--- src/rtl/dmarq_pkg.sv ---
package dmarq_pkg;

    // Request kinds; the value is the bit index of the matching output line.
    typedef enum logic [1:0] {
        RK_BURST       = 2'd0,
        RK_SINGLE      = 2'd1,
        RK_LAST_BURST  = 2'd2,
        RK_LAST_SINGLE = 2'd3
    } req_kind_e;

    typedef enum logic [1:0] {
        ST_IDLE   = 2'd0,
        ST_ARM    = 2'd1,
        ST_REQ    = 2'd2,
        ST_FINISH = 2'd3
    } fsm_state_e;

    localparam int NUM_LINES = 4;

    function automatic logic kind_is_final(req_kind_e k);
        return (k == RK_LAST_BURST) || (k == RK_LAST_SINGLE);
    endfunction

endpackage

--- src/rtl/dmarq_count.sv ---
module dmarq_count
    import dmarq_pkg::*;
#(
    parameter int CNT_W     = 16,
    parameter int BURST_LEN = 8
) (
    input  logic             clk,
    input  logic             rst_n,
    input  logic             load,
    input  logic [CNT_W-1:0] load_val,
    input  logic             load_dir,
    input  logic             step,
    input  req_kind_e        step_kind,
    output logic [CNT_W-1:0] remain,
    output logic             dir_q
);

    localparam logic [CNT_W-1:0] BURST_WORDS = CNT_W'(BURST_LEN);
    localparam logic [CNT_W-1:0] ONE_WORD    = CNT_W'(1);

    logic [CNT_W-1:0] remain_nxt;

    always_comb begin
        remain_nxt = remain;
        if (load) begin
            remain_nxt = load_val;
        end else if (step) begin
            unique case (step_kind)
                RK_BURST:       remain_nxt = remain - BURST_WORDS;
                RK_SINGLE:      remain_nxt = remain - ONE_WORD;
                RK_LAST_BURST:  remain_nxt = '0;
                RK_LAST_SINGLE: remain_nxt = '0;
            endcase
        end
    end

    always_ff @(posedge clk or negedge rst_n) begin
        if (!rst_n) begin
            remain <= '0;
            dir_q  <= 1'b0;
        end else begin
            remain <= remain_nxt;
            if (load) begin
                dir_q <= load_dir;
            end
        end
    end

endmodule

--- src/rtl/dmarq_select.sv ---
module dmarq_select
    import dmarq_pkg::*;
#(
    parameter int CNT_W     = 16,
    parameter int BURST_LEN = 8,
    parameter int LVL_W     = 5
) (
    input  logic [CNT_W-1:0] remain,
    input  logic             dir_tx,
    input  logic [LVL_W-1:0] tx_room,
    input  logic [LVL_W-1:0] rx_fill,
    output req_kind_e        kind,
    output logic             fifo_ok
);

    localparam int NEED_W = $clog2(BURST_LEN + 1);
    localparam int CMP_W  = (NEED_W > LVL_W) ? NEED_W : LVL_W;
    localparam logic [CNT_W-1:0] BURST_WORDS = CNT_W'(BURST_LEN);
    localparam logic [CNT_W-1:0] ONE_WORD    = CNT_W'(1);

    logic [NEED_W-1:0] need;
    logic [LVL_W-1:0]  level;
    logic              over_burst;
    logic              at_burst;

    assign over_burst = (remain > BURST_WORDS);
    assign at_burst   = (remain == BURST_WORDS);

    // Kind of the next request for the current remainder and direction.
    always_comb begin
        if (over_burst) begin
            kind = RK_BURST;
        end else if (dir_tx || at_burst) begin
            kind = RK_LAST_BURST;
        end else if (remain > ONE_WORD) begin
            kind = RK_SINGLE;
        end else begin
            kind = RK_LAST_SINGLE;
        end
    end

    // Words the request moves; the last burst carries the whole remainder.
    always_comb begin
        unique case (kind)
            RK_BURST:       need = NEED_W'(BURST_LEN);
            RK_LAST_BURST:  need = remain[NEED_W-1:0];
            RK_SINGLE:      need = NEED_W'(1);
            RK_LAST_SINGLE: need = NEED_W'(1);
        endcase
    end

    assign level   = dir_tx ? tx_room : rx_fill;
    assign fifo_ok = (CMP_W'(level) >= CMP_W'(need));

endmodule

--- src/rtl/dmarq_fsm.sv ---
module dmarq_fsm
    import dmarq_pkg::*;
#(
    parameter int CNT_W = 16
) (
    input  logic             clk,
    input  logic             rst_n,
    input  logic             start,
    input  logic [CNT_W-1:0] word_count,
    input  logic             fifo_ok,
    input  req_kind_e        kind_in,
    input  logic             dma_done,
    output logic             load,
    output logic             step,
    output req_kind_e        kind_q,
    output logic             req_active,
    output logic             xfer_done,
    output logic             busy
);

    fsm_state_e state;
    fsm_state_e state_nxt;
    logic       start_ok;
    logic       grant;

    assign start_ok = start && (word_count != '0);
    assign grant    = (state == ST_ARM) && fifo_ok;

    always_comb begin
        state_nxt = state;
        unique case (state)
            ST_IDLE:   if (start_ok) state_nxt = ST_ARM;
            ST_ARM:    if (fifo_ok)  state_nxt = ST_REQ;
            ST_REQ: begin
                if (dma_done) begin
                    state_nxt = kind_is_final(kind_q) ? ST_FINISH : ST_ARM;
                end
            end
            ST_FINISH: state_nxt = ST_IDLE;
        endcase
    end

    always_ff @(posedge clk or negedge rst_n) begin
        if (!rst_n) begin
            state  <= ST_IDLE;
            kind_q <= RK_BURST;
        end else begin
            state <= state_nxt;
            if (grant) begin
                kind_q <= kind_in;
            end
        end
    end

    always_comb begin
        load       = (state == ST_IDLE) && start_ok;
        step       = (state == ST_REQ) && dma_done;
        req_active = (state == ST_REQ);
        xfer_done  = (state == ST_FINISH);
        busy       = (state != ST_IDLE);
    end

endmodule

--- src/rtl/dma_req_gen.sv ---
module dma_req_gen
    import dmarq_pkg::*;
#(
    parameter int CNT_W      = 16,
    parameter int BURST_LEN  = 8,
    parameter int FIFO_DEPTH = 16,
    parameter int LVL_W      = $clog2(FIFO_DEPTH + 1)
) (
    input  logic             clk,
    input  logic             rst_n,
    input  logic             start,
    input  logic [CNT_W-1:0] word_count,
    input  logic             dir_tx,
    input  logic [LVL_W-1:0] tx_room,
    input  logic [LVL_W-1:0] rx_fill,
    input  logic             dma_done,
    output logic             req_burst,
    output logic             req_single,
    output logic             req_last_burst,
    output logic             req_last_single,
    output logic             xfer_done,
    output logic             busy
);

    logic [CNT_W-1:0]     remain;
    logic                 dir_q;
    logic                 load;
    logic                 step;
    logic                 fifo_ok;
    logic                 req_active;
    req_kind_e            kind_sel;
    req_kind_e            kind_q;
    logic [NUM_LINES-1:0] lines;

    dmarq_count #(
        .CNT_W     (CNT_W),
        .BURST_LEN (BURST_LEN)
    ) u_count (
        .clk       (clk),
        .rst_n     (rst_n),
        .load      (load),
        .load_val  (word_count),
        .load_dir  (dir_tx),
        .step      (step),
        .step_kind (kind_q),
        .remain    (remain),
        .dir_q     (dir_q)
    );

    dmarq_select #(
        .CNT_W     (CNT_W),
        .BURST_LEN (BURST_LEN),
        .LVL_W     (LVL_W)
    ) u_select (
        .remain  (remain),
        .dir_tx  (dir_q),
        .tx_room (tx_room),
        .rx_fill (rx_fill),
        .kind    (kind_sel),
        .fifo_ok (fifo_ok)
    );

    dmarq_fsm #(
        .CNT_W (CNT_W)
    ) u_fsm (
        .clk        (clk),
        .rst_n      (rst_n),
        .start      (start),
        .word_count (word_count),
        .fifo_ok    (fifo_ok),
        .kind_in    (kind_sel),
        .dma_done   (dma_done),
        .load       (load),
        .step       (step),
        .kind_q     (kind_q),
        .req_active (req_active),
        .xfer_done  (xfer_done),
        .busy       (busy)
    );

    // One line per request kind, decoded from the held kind.
    for (genvar gi = 0; gi < NUM_LINES; gi++) begin : g_line
        assign lines[gi] = req_active && (kind_q == req_kind_e'(gi));
    end

    assign req_burst       = lines[RK_BURST];
    assign req_single      = lines[RK_SINGLE];
    assign req_last_burst  = lines[RK_LAST_BURST];
    assign req_last_single = lines[RK_LAST_SINGLE];

endmodule

--- config.mk ---
export PLATFORM = sky130hd
export DESIGN_NAME = dma_req_gen
export DESIGN_NICKNAME = d
export VERILOG_FILES = /design/src/rtl/dmarq_pkg.sv /design/src/rtl/dmarq_count.sv /design/src/rtl/dmarq_select.sv /design/src/rtl/dmarq_fsm.sv /design/src/rtl/dma_req_gen.sv
export SDC_FILE = /design/constraint.sdc
export NUM_CORES = 1
export LEC_CHECK = 0
export BUFFER_PORTS_ARGS = -buffer_cell sky130_fd_sc_hd__clkbuf_2
export CAP_MARGIN = 10
export CORE_MARGIN = 2
export CORE_UTILIZATION = 30
export CTS_BUF_LIST = sky130_fd_sc_hd__clkbuf_8
export CTS_CLUSTER_SIZE = 20
export DETAILED_ROUTE_END_ITERATION = 12
export REMOVE_ABC_BUFFERS = 1
export SLEW_MARGIN = 20
export SYNTH_ARGS = -nofsm -noshare
export SYNTH_HDL_FRONTEND = slang
export SYNTH_SLANG_ARGS = --single-unit
--- constraint.sdc ---
create_clock -name clk -period 3.6 [get_ports clk]
set_input_delay 0.72 -clock clk [delete_from_list [all_inputs] [get_ports clk]]
set_output_delay 0.72 -clock clk [all_outputs]
set_load 0.05 [all_outputs]
# After elaboration in Yosys (flattened, before gate mapping)
# Index checks and enable logic that the tools add are counted.
# totals
out_inout_bits	6
ff_bits	21
input_bits	31
# op_classes
eq_ne	13
n_lt_le_gt_ge	3
n_addsub	2
reduce_logical	19
muxes	13
# ops
cell	count
16-bit case mux with 3 select lines	1
16-bit 2-to-1 mux	2
16-bit by 4-bit == test with 1-bit output, second input constant	1
16-bit by 1-bit > comparator with 1-bit output, second input constant	1
16-bit by 4-bit > comparator with 1-bit output, second input constant	1
16-bit nonzero test	1
16-bit by 1-bit subtractor with 16-bit output, second input constant	1
16-bit by 4-bit subtractor with 16-bit output, second input constant	1
2-bit 2-to-1 mux	7
2-bit == test, second input constant	6
4-bit case mux with 3 select lines	1
1-bit logical AND	8
2-bit case mux with 4 select lines	1
2-bit by 1-bit == test with 1-bit output, second input constant	3
2-bit logical NOT	3
5-bit by 4-bit greater-or-equal comparator with 1-bit output	1
5-bit 2-to-1 mux	1
2-bit by 1-bit != test with 1-bit output, second input constant	2
2-bit nonzero test	2
2-bit OR reduction	2
3-bit AND reduction	1
1-bit logical OR	2
2-bit != test, second input constant	1

# Longest topological paths before layout
# Gate-level depths: netlist (run 1).
# depth
ltp_word	10
ltp_mapped	12

# Cells and area by module
# Synthesis (run 1) repeated with hierarchy kept, for this count alone.
# hier_totals
hier_cells	208
hier_area_um2	1788.0
# by_module_without_submodules
module	seq_area_each_um2	cells_each	instances	area_each_um2
dmarq_count	425.4	151	1	1247.4
dmarq_fsm	100.1	24	1	257.7
dmarq_select	0.0	29	1	245.2
dma_req_gen	0.0	4	1	37.5

# Worst setup path before layout (run 1)
# Ideal clock, no wire load.
# synth_path
path_kind	reg2reg
start	register u_count.remain[11]
end	register u_fsm.kind_q[0]
slack_ns	0.875
required_time_ns	3.475
t_arrival_ns	2.601
period_less_slack_ns	2.725
path_stages_with_launch	11
cell_sequence	dfrtp_1 nor4_4 nand3b_4 or4_4 nor2_1 ha_1 nand2b_1 a21o_1 a21oi_1 o22ai_1 mux2_2
# synth_via
elab_chain_len	9
word_cells_on_any_way	15
# synth_lines
item	line_no	text
from (decl)	dmarq_count.sv:14	output logic [CNT_W-1:0] remain,
from (signal assigned)	dmarq_count.sv:42	remain <= remain_nxt;
16-bit by 1-bit > comparator with 1-bit output or 16-bit by 4-bit == test with 1-bit output (tied branches)	dmarq_select.sv:35, dmarq_select.sv:27	
2-bit 2-to-1 mux or 1-bit logical OR (tied branches)	dmarq_select.sv:35, dmarq_select.sv:33	
2-bit 2-to-1 mux	dmarq_select.sv:33	end else if (dir_tx || at_burst) begin
2-bit 2-to-1 mux *	dmarq_select.sv:31	if (over_burst) begin
2-bit by 1-bit == test with 1-bit output or 2-bit == test (tied branches)	dmarq_select.sv:44	unique case (kind)
2-bit OR reduction (no line)	n/a	
4-bit case mux with 3 select lines	dmarq_select.sv:44	
5-bit by 4-bit greater-or-equal comparator with 1-bit output	dmarq_select.sv:53	assign fifo_ok = (CMP_W'(level) >= CMP_W'(need));
1-bit logical AND	dmarq_fsm.sv:27	assign grant = (state == ST_ARM) && fifo_ok;
to (signal assigned)	dmarq_fsm.sv:50	kind_q <= kind_in;
to (decl)	dmarq_fsm.sv:15	output req_kind_e kind_q,
# Every way passes the cells marked *; elsewhere a longest branch is shown, timed or not.
# A chain may end at the register's enable or synchronous reset.

# Worst setup path after layout (run 1)
# Same ends and word-level chain as after synthesis.

==> flow_metrics.env, run 1 <==
export IMPL_yosysWarnings=0
export IMPL_gp_congestion=0.8324
export IMPL_wirelength_um=4826
export IMPL_status="complete, no violations"
export IMPL_postCtsSetupBuffers=0
export IMPL_synth_area_leader_cell="dfrtp_1"
export IMPL_grt_max_degree=22
export IMPL_cts_resized=0
export IMPL_synth_area_leaders="dfrtp_1, ha_1, nor2_1"
export IMPL_crit_arrival_ns=3.08
export IMPL_cap_violations=0
export IMPL_synth_cell_area_um2=1742
export IMPL_holdCritPathClass="input port to async pin"
export IMPL_ys_ff_latch=21
export IMPL_period_needed_ns=2.921
export IMPL_grt_pass1_vias=1551
export IMPL_min_period_over_period_pct=81.15
export IMPL_final_instance_count_excl_fill=303
export IMPL_dp_cells=299
export IMPL_overflow=0
export IMPL_grt_use_total_pct=16.45
export IMPL_htreeDepth=1
export IMPL_cts_path_max_buffers=2
export IMPL_setup_tns_final_ns=0
export IMPL_ir_worst_vdd_v=0.0003029
export IMPL_setup_viol=0
export IMPL_path_clk_slew_ns=0.08
export IMPL_yosysUniqueCellTypes=57
export IMPL_skew_ns=0.003301
export IMPL_initial_core_util_pct=31.44
export IMPL_criticalPathCategory="flip-flop to flip-flop"
export IMPL_rsz0062_at_grt="no"
export IMPL_p_per_area_nw_per_um2=686.4
export IMPL_worstPathRequired_ns=3.76
export IMPL_cp_end_kind="flip-flop"
export IMPL_layout_nets=271
export IMPL_boundaryPins=37
export IMPL_die_area_um2=6431
export IMPL_cts_buffers=3
export IMPL_synth_edff_count=0
export IMPL_synthTopCellsByCount="nor2_1, dfrtp_1, o21ai_0"
export IMPL_synth_area_per_cell_um2=8.708
export IMPL_drc_errors=0
export IMPL_p_sw_mw=0.6571
export IMPL_critical_path_startpoint="u_count.remain[11]"
export IMPL_seqPwrFrac_pct=38.5
export IMPL_diodes=0
export IMPL_synth_main_ff_cell="dfrtp_1"
export IMPL_hpwlAfterDp_um=3658
export IMPL_clk_latency_ns=0.26
export IMPL_start_kind="flip-flop"
export IMPL_dr_first_iter_drc_count=166
export IMPL_ant_nets=0
export IMPL_ys_seq_area_share_pct=30.17
export IMPL_synth_most_common_cell="nor2_1"
export IMPL_vias_per_cell=5.462
export IMPL_comb_power_share_pct=49.8
export IMPL_drive_gt1_share_pct=25.11
export IMPL_internal_power_mw=0.7136
export IMPL_first_pass_iters=5
export IMPL_die_h_um=80.20
export IMPL_core_area_um2=5540
export IMPL_place_ws_ns=0.6927
export IMPL_drv_slew=0
export IMPL_switching_share_pct=47.94
export IMPL_via_count=1655
export IMPL_grt_pass1_wl_um=8231
export IMPL_r2r_start="u_count.remain[11]"
export IMPL_synth_top_area_share_pct=30.17
export IMPL_clock_root_buffer="clkbuf_8"
export IMPL_tightestPinTransition_ns=0.6667
export IMPL_fp_dieW_um=80.20
export IMPL_p_leak_nw=0.8366
export IMPL_slew_headroom_pct=55.55
export IMPL_cts_tree="done"
export IMPL_clock_sinks=21
export IMPL_timing_final_ws_setup_ns=0.6788
export IMPL_synthesis_instances=200
export IMPL_hold_viol=0
export IMPL_grt_antenna_before_repair=0
export IMPL_fmax_mhz=342.3
export IMPL_crit_path_max_fanout=5
export IMPL_port_buffers=36
export IMPL_timing_hold_ws_ns=0.4373
export IMPL_async_reset_ff_share_pct=100.0
export IMPL_hold_buffers=0
export IMPL_wire_per_inst_um=15.93
export IMPL_clockPowerShare_pct=11.7
export IMPL_num_rows=27
export IMPL_synthToLayoutAreaGrowth_pct=14.66
path summary, 6_finish.rpt:
kind,end,slack (ns),cells after the start
max reg2reg,u_fsm.kind_q[0],0.68,10
min in group clk,u_count.remain[13],0.57,1
min,u_count.remain[5],0.44,1
max,u_fsm.kind_q[0],0.68,10
min reg2reg,u_count.remain[13],0.57,1
max in group asynchronous,u_count.remain[15],2.79,1
per-stage QoR:
step                cell area, um2  util, %  power (mW)
floorplan                     1673        -       1.013
global placement              1951    35.21       1.201
detailed placement            1951    35.21       1.208
CTS                           1997    36.04       1.376
global route                  1997    36.04       1.505
finish                        1997    36.04       1.371
layer usage:
layer	up-vias	part of all wire, %	track usage, %
li1	823	-	-
met2	68	45	23.50
met5	-	0	0
met3	2	5.7	3.371
met4	0	0.29	1.525
met1	762	49	25.93
power by group through the flow:
| stage | Clock [mW] | Combinational, mW | Sequential, mW |
|---|---|---|---|
| 3_3_place_gp | 0 | 0.675 | 0.526 |
| 3_5_place_dp | 0 | 0.681 | 0.527 |
| 6_report | 0.160 | 0.683 | 0.528 |
| 2_1_floorplan | 0 | 0.531 | 0.482 |
| 4_1_cts | 0.165 | 0.685 | 0.525 |
| 5_1_grt | 0.174 | 0.775 | 0.556 |
cells by family (layout without fill, tap and decap cells):
kind of cell,after synthesis,count (layout),synth area share (%)
AND/OR/NAND/NOR,86,86,28.66
AO/OA/AOI/OAI,59,59,25.00
flip-flops,21,21,30.17
buffers and inverters,18,49,5.675
adder cells (fa/ha/maj),8,8,5.747
multiplexers,6,6,3.735
XOR/XNOR,2,2,1.006
flip-flops by register name, summed over array words and instances, names as in the netlist:
name            cells
u_fsm.state         2
u_count.remain     16
u_count.dir_q       1
u_fsm.kind_q        2
worst max-delay path, stage by stage (launching register included):
cell,delay (ns)
dfrtp_1,0.44
nor4_4,0.46
nand3b_4,0.15
or4_4,0.51
nor2_1,0.12
ha_1,0.22
nand2b_1,0.13
a21o_1,0.17
a21oi_1,0.17
o22ai_1,0.15
mux2_2,0.29
final cells by class:
class | instances | area (um2)
Tap cell | 72 | 90.09
Timing Repair Buffer | 37 | 187.7
Clock buffer | 3 | 41.29
Multi-Input combinational cell | 161 | 1117
Inverter | 8 | 30.03
Fill cell | 605 | 3543
Clock inverter | 1 | 5.005
Sequential cell | 21 | 525.5
cell usage in the layout, fill, tap and decap left out, types with 6 or more instances in the layout:
cell type / Yosys / layout
a21oi_1: 9 / 9
clkbuf_2: 0 / 36
dfrtp_1: 21 / 21
ha_1: 8 / 8
inv_1: 8 / 8
nand2_1: 9 / 9
nand3_1: 7 / 7
nor2_1: 25 / 25
nor2b_1: 6 / 6
nor3_1: 7 / 7
o21ai_0: 14 / 14
(Power assumes the default switching activity.)
==> inputs of run 2 (changes only) <==
Clock period 3.6 ns to 2.4 ns, I/O delays scaled along.
==> flow_metrics.env, run 2 (same netlist as run 1, synthesis figures left out) <==
export IMPL_htreeDepth=1
export IMPL_largestRegisters="u_count.remain (16), u_fsm.kind_q (2), u_fsm.state (2)"
export IMPL_cts_buffers=3
export IMPL_p_leak_nw=1.027
export IMPL_clock_root_buffer="clkbuf_8"
export IMPL_dp_cells=333
export IMPL_grt_pass1_wl_um=8687
export IMPL_start_kind="flip-flop"
export IMPL_criticalPathCategory="flip-flop to flip-flop"
export IMPL_setup_viol=4
export IMPL_first_pass_iters=5
export IMPL_p_per_area_nw_per_um2=1057
export IMPL_layout_nets=307
export IMPL_hold_viol=0
export IMPL_overflow=0
export IMPL_hpwlAfterDp_um=4142
export IMPL_wire_per_inst_um=15.93
export IMPL_drv_slew=0
export IMPL_cts_tree="done"
export IMPL_synthToLayoutAreaGrowth_pct=32.90
export IMPL_grt_antenna_before_repair=0
export IMPL_die_h_um=80.20
export IMPL_slew_headroom_pct=56.30
export IMPL_period_needed_ns=2.598
export IMPL_worstPathRequired_ns=2.56
export IMPL_ant_nets=0
export IMPL_hold_buffers=0
export IMPL_fin_util_pct=41.78
export IMPL_violations="setup timing"
export IMPL_grt_max_degree=22
export IMPL_place_ws_ns=-0.2942
export IMPL_clock_sinks=21
export IMPL_fmax_mhz=384.9
export IMPL_critical_path_startpoint="u_count.remain[11]"
export IMPL_cp_end_kind="flip-flop"
export IMPL_drc_errors=0
export IMPL_crit_path_max_fanout=3
export IMPL_via_count=1861
export IMPL_grt_use_total_pct=17.51
export IMPL_final_cell_mix="clkbuf_2, buf_4, nor2_1"
export IMPL_port_buffers=36
export IMPL_drive_gt1_share_pct=37.08
export IMPL_path_clk_slew_ns=0.09
export IMPL_timing_final_ws_setup_ns=-0.1980
export IMPL_skew_ns=0.004611
export IMPL_grt_pass1_vias=1767
export IMPL_core_area_um2=5540
export IMPL_r2r_start="u_count.remain[11]"
export IMPL_gp_congestion=0.8216
export IMPL_num_rows=27
export IMPL_fp_dieW_um=80.20
export IMPL_final_area_um2=2315
export IMPL_holdCritPathClass="input port to async pin"
export IMPL_status="complete, but fails checks"
export IMPL_dr_first_iter_drc_count=167
export IMPL_ir_worst_vdd_v=0.0004844
export IMPL_boundaryPins=37
export IMPL_crit_arrival_ns=2.76
export IMPL_rsz0062_at_grt="yes"
export IMPL_wirelength_um=5400
export IMPL_placed_area_um2=2218
export IMPL_final_instance_count_excl_fill=339
export IMPL_regMostFlops="u_count.remain"
export IMPL_die_area_um2=6431
export IMPL_min_period_over_period_pct=108.2
export IMPL_largest_reg_flops=16
export IMPL_tightestPinTransition_ns=0.6554
export IMPL_cap_violations=0
export IMPL_initial_core_util_pct=31.44
export IMPL_vias_per_cell=5.490
export IMPL_cts_path_max_buffers=2
export IMPL_clk_latency_ns=0.27
export IMPL_diodes=0
-- run 2: final timing paths --
kind / cells past startpoint / to / slack (ns)
worst max-delay path: 10 / u_fsm.kind_q[0] / -0.20
worst max register to register: 10 / u_fsm.kind_q[0] / -0.20
worst min register to register: 2 / u_count.remain[13] / 0.61
min in group clk: 3 / u_count.remain[9] / 0.44
max in group asynchronous: 1 / u_count.remain[7] / 1.82
worst min-delay path: 1 / u_count.remain[0] / 0.19
-- run 2: routing by layer --
metal / part of all wire [%] / up-vias / track usage [%]
met5: 0 / - / 0
met3: 7.4 / 4 / 2.135
li1: - / 888 / -
met4: 0.83 / 0 / 5.424
met1: 44 / 895 / 24.69
met2: 47 / 74 / 27.75
-- run 2: worst max-delay path, stage by stage, from the launching register on --
cell,delay [ns]
dfrtp_1,0.41
nor4_4,0.36
nand3b_4,0.11
or4_4,0.43
nor2_2,0.09
ha_1,0.23
nand2b_4,0.13
a21o_1,0.18
a21oi_2,0.17
o22ai_2,0.10
mux2_2,0.28
-- run 2: area by class of cell --
class | instances | area, um2
Clock buffer | 3 | 41.29
Clock inverter | 1 | 5.005
Fill cell | 571 | 3226
Inverter | 8 | 30.03
Multi-Input combinational cell | 161 | 1152
Sequential cell | 21 | 525.5
Tap cell | 72 | 90.09
Timing Repair Buffer | 73 | 470.5
-- run 2: repair_timing --
item / 4_1_cts / 5_1_grt
pin swaps: 6 / 4
setup buffers: 0 / 2
resized for setup: 5 / 3
endpoints found under the setup margin: 4 / 4
-- run 2: metrics by stage --
step	TNS, ns	hold WS (ns)	total power, mW
6_report	-0.6527	0.1947	2.447
3_3_place_gp	-0.8617	0.5045	2.112
3_5_place_dp	-0.9184	0.5169	2.135
5_1_grt	-0.9259	0.2340	2.631
2_1_floorplan	-0.8129	0.1844	1.519
4_1_cts	-0.5066	0.2187	2.413
-- run 2: where the power goes --
part	internal, mW	switching [mW]
Sequential	0.507	0.162
Clock	0.116	0.133
Combinational	0.721	0.808
Total	1.34	1.10
==> inputs of run 3 (changes only) <==
Settings changed: RECOVER_POWER set to 25.
==> flow_metrics.env, run 3 (same netlist as run 1, synthesis figures left out) <==
export IMPL_p_per_area_nw_per_um2=1058
export IMPL_top_layer="met4"
export IMPL_die_area_um2=6431
export IMPL_min_path_cells=3
export IMPL_slew_headroom_pct=16.92
export IMPL_fp_dieW_um=80.20
export IMPL_clock_root_buffer="clkbuf_8"
export IMPL_met2WireLength_um=2560
export IMPL_clk_latency_ns=0.27
export IMPL_grt_pass1_vias=1767
export IMPL_core_area_um2=5540
export IMPL_grt_max_degree=22
export IMPL_rsz0062_at_grt="yes"
export IMPL_grt_pass1_wl_um=8687
export IMPL_vias_per_cell=5.493
export IMPL_violations="setup timing"
export IMPL_path_clk_slew_ns=0.09
export IMPL_crit_arrival_ns=2.76
export IMPL_p_sw_mw=1.102
export IMPL_switching_share_pct=45.05
export IMPL_cp_num_buf_inv=0
export IMPL_hold_viol=0
export IMPL_cap_violations=0
export IMPL_setup_viol=4
export IMPL_overflow=0
export IMPL_critPathTopFamily="simple AND/OR/NAND/NOR gates"
export IMPL_wire_per_inst_um=15.93
export IMPL_diodes=0
export IMPL_min_to="u_count.remain[9]"
export IMPL_fmax_mhz=384.9
export IMPL_largestRegisters="u_count.remain (16), u_fsm.kind_q (2), u_fsm.state (2)"
export IMPL_multi_input_area_um2=1152
export IMPL_cp_end_kind="flip-flop"
export IMPL_fillers=572
export IMPL_synthToLayoutAreaGrowth_pct=32.83
export IMPL_grt_use_total_pct=17.51
export IMPL_cts_buffers=3
export IMPL_drc_errors=0
export IMPL_drv_slew=0
export IMPL_worstPathRequired_ns=2.56
export IMPL_cp_cell_sequence="nor4_4, nand3b_4, or4_4, nor2_2, ha_1, nand2b_4, a21o_1, a21oi_2, o22ai_2, mux2_2"
export IMPL_grt_antenna_before_repair=0
export IMPL_min_period_over_period_pct=108.2
export IMPL_gp_congestion=0.8216
export IMPL_holdCritPathClass="input port to flip-flop"
export IMPL_ant_nets=0
export IMPL_num_rows=27
export IMPL_layout_nets=307
export IMPL_crit_path_max_fanout=3
export IMPL_port_buffers=36
export IMPL_cts_path_max_buffers=2
export IMPL_start_kind="flip-flop"
export IMPL_clock_sinks=21
export IMPL_largest_reg_flops=16
export IMPL_comb_power_share_pct=62.5
export IMPL_wirelength_um=5399
export IMPL_htreeDepth=1
export IMPL_cpPeakStageDelay_ns=0.43
export IMPL_routed_wl_met3_um=399
export IMPL_timing_final_ws_setup_ns=-0.1980
export IMPL_rr_endpoint="u_fsm.kind_q[0]"
export IMPL_final_cell_mix="buf_4, clkbuf_2, nor2_1"
export IMPL_boundaryPins=37
export IMPL_drive_gt1_share_pct=36.70
export IMPL_fin_util_pct=41.76
export IMPL_die_h_um=80.20
export IMPL_hpwlAfterDp_um=4142
export IMPL_criticalPathCategory="flip-flop to flip-flop"
export IMPL_p_leak_nw=1.024
export IMPL_reg2reg_slack_ns=-0.20
export IMPL_clockPowerShare_pct=10.2
export IMPL_tightestPinTransition_ns=1.246
export IMPL_drt_met1_wl_um=2394
export IMPL_cp_slowest_cell="or4_4"
export IMPL_regArea_um2=525.5
export IMPL_seqPwrFrac_pct=27.3
export IMPL_critical_path_startpoint="u_count.remain[11]"
export IMPL_cts_tree="done"
export IMPL_ir_worst_vdd_v=0.0004844
export IMPL_final_area_um2=2313
export IMPL_min_from="word_count[9]"
export IMPL_internal_power_mw=1.345
export IMPL_dr_first_iter_drc_count=167
export IMPL_regMostFlops="u_count.remain"
export IMPL_period_needed_ns=2.598
export IMPL_status="complete, but fails checks"
export IMPL_r2r_start="u_count.remain[11]"
export IMPL_skew_ns=0.004611
export IMPL_initial_core_util_pct=31.44
export IMPL_layout_commonest_cell="buf_4"
export IMPL_placed_area_um2=2218
export IMPL_rr_worst_depth=10
export IMPL_via_count=1862
export IMPL_first_pass_iters=5
## run 3: cell count changes in the layout (fill, tap and decap cells not counted)
cell / previous run / this run
clkbuf_2: 36 / 35
clkbuf_1: 0 / 1
## run 3: per-stage QoR
| step | total power, mW | cells | hold WS [ns] | TNS, ns | worst slack [ns] |
|---|---|---|---|---|---|
| after CTS | 2.413 | 337 | 0.2187 | -0.5066 | -0.1940 |
| final | 2.447 | 339 | 0.4351 | -0.6527 | -0.1980 |
| after global routing | 2.631 | 339 | 0.4488 | -0.9259 | -0.2707 |
| after detailed placement | 2.135 | 333 | 0.5169 | -0.9184 | -0.2942 |
| after floorplan | 1.519 | 190 | 0.1844 | -0.8129 | -0.3255 |
| after global placement | 2.112 | 333 | 0.5045 | -0.8617 | -0.2795 |
## run 3: layer usage
| layer | global-route usage (%) | up-vias |
|---|---|---|
| met5 | 0 | - |
| met4 | 5.424 | 0 |
| met3 | 2.135 | 4 |
| met2 | 27.75 | 74 |
| met1 | 24.69 | 896 |
| li1 | - | 888 |
## run 3: area by class of cell
| class | instances | area share (%) |
|---|---|---|
| inverter | 8 | 1.298 |
| tap | 72 | 3.894 |
| sequential | 21 | 22.71 |
| multi-input combinational | 161 | 49.81 |
| timing repair buffer | 73 | 20.28 |
| clock inverter | 1 | 0.2163 |
| clock buffer | 3 | 1.785 |
## run 3: what timing repair did
item,4_1_cts,5_1_grt
setup buffers,0,2
hold endpoints to repair,0,0
pin swaps,6,4
gates cloned,0,0
hold buffers,0,0
gates resized for setup,5,3
endpoints found under the setup margin,4,4
## run 3: worst max-delay path by stage
stage | endpoint | slack, ns | depth (start not counted)
after floorplan | u_fsm.kind_q[0] | -0.33 | 10
after global placement | u_fsm.kind_q[0] | -0.28 | 10
after detailed placement | u_fsm.kind_q[0] | -0.29 | 10
after CTS | u_fsm.kind_q[0] | -0.19 | 10
after global routing | u_fsm.kind_q[0] | -0.27 | 10
final | u_fsm.kind_q[0] | -0.20 | 10
## run 3: worst min-delay path: stages
cell	delay, ns
clkbuf_2	0.09
nand2_1	0.04
o21ai_0	0.06
## run 3: power groups by stage
stage | combinational, mW | sequential (mW) | clock, mW
2_1_floorplan | 0.796 | 0.723 | 0
3_3_place_gp | 1.45 | 0.665 | 0
3_5_place_dp | 1.46 | 0.671 | 0
4_1_cts | 1.49 | 0.667 | 0.256
5_1_grt | 1.66 | 0.696 | 0.270
6_report | 1.53 | 0.669 | 0.249
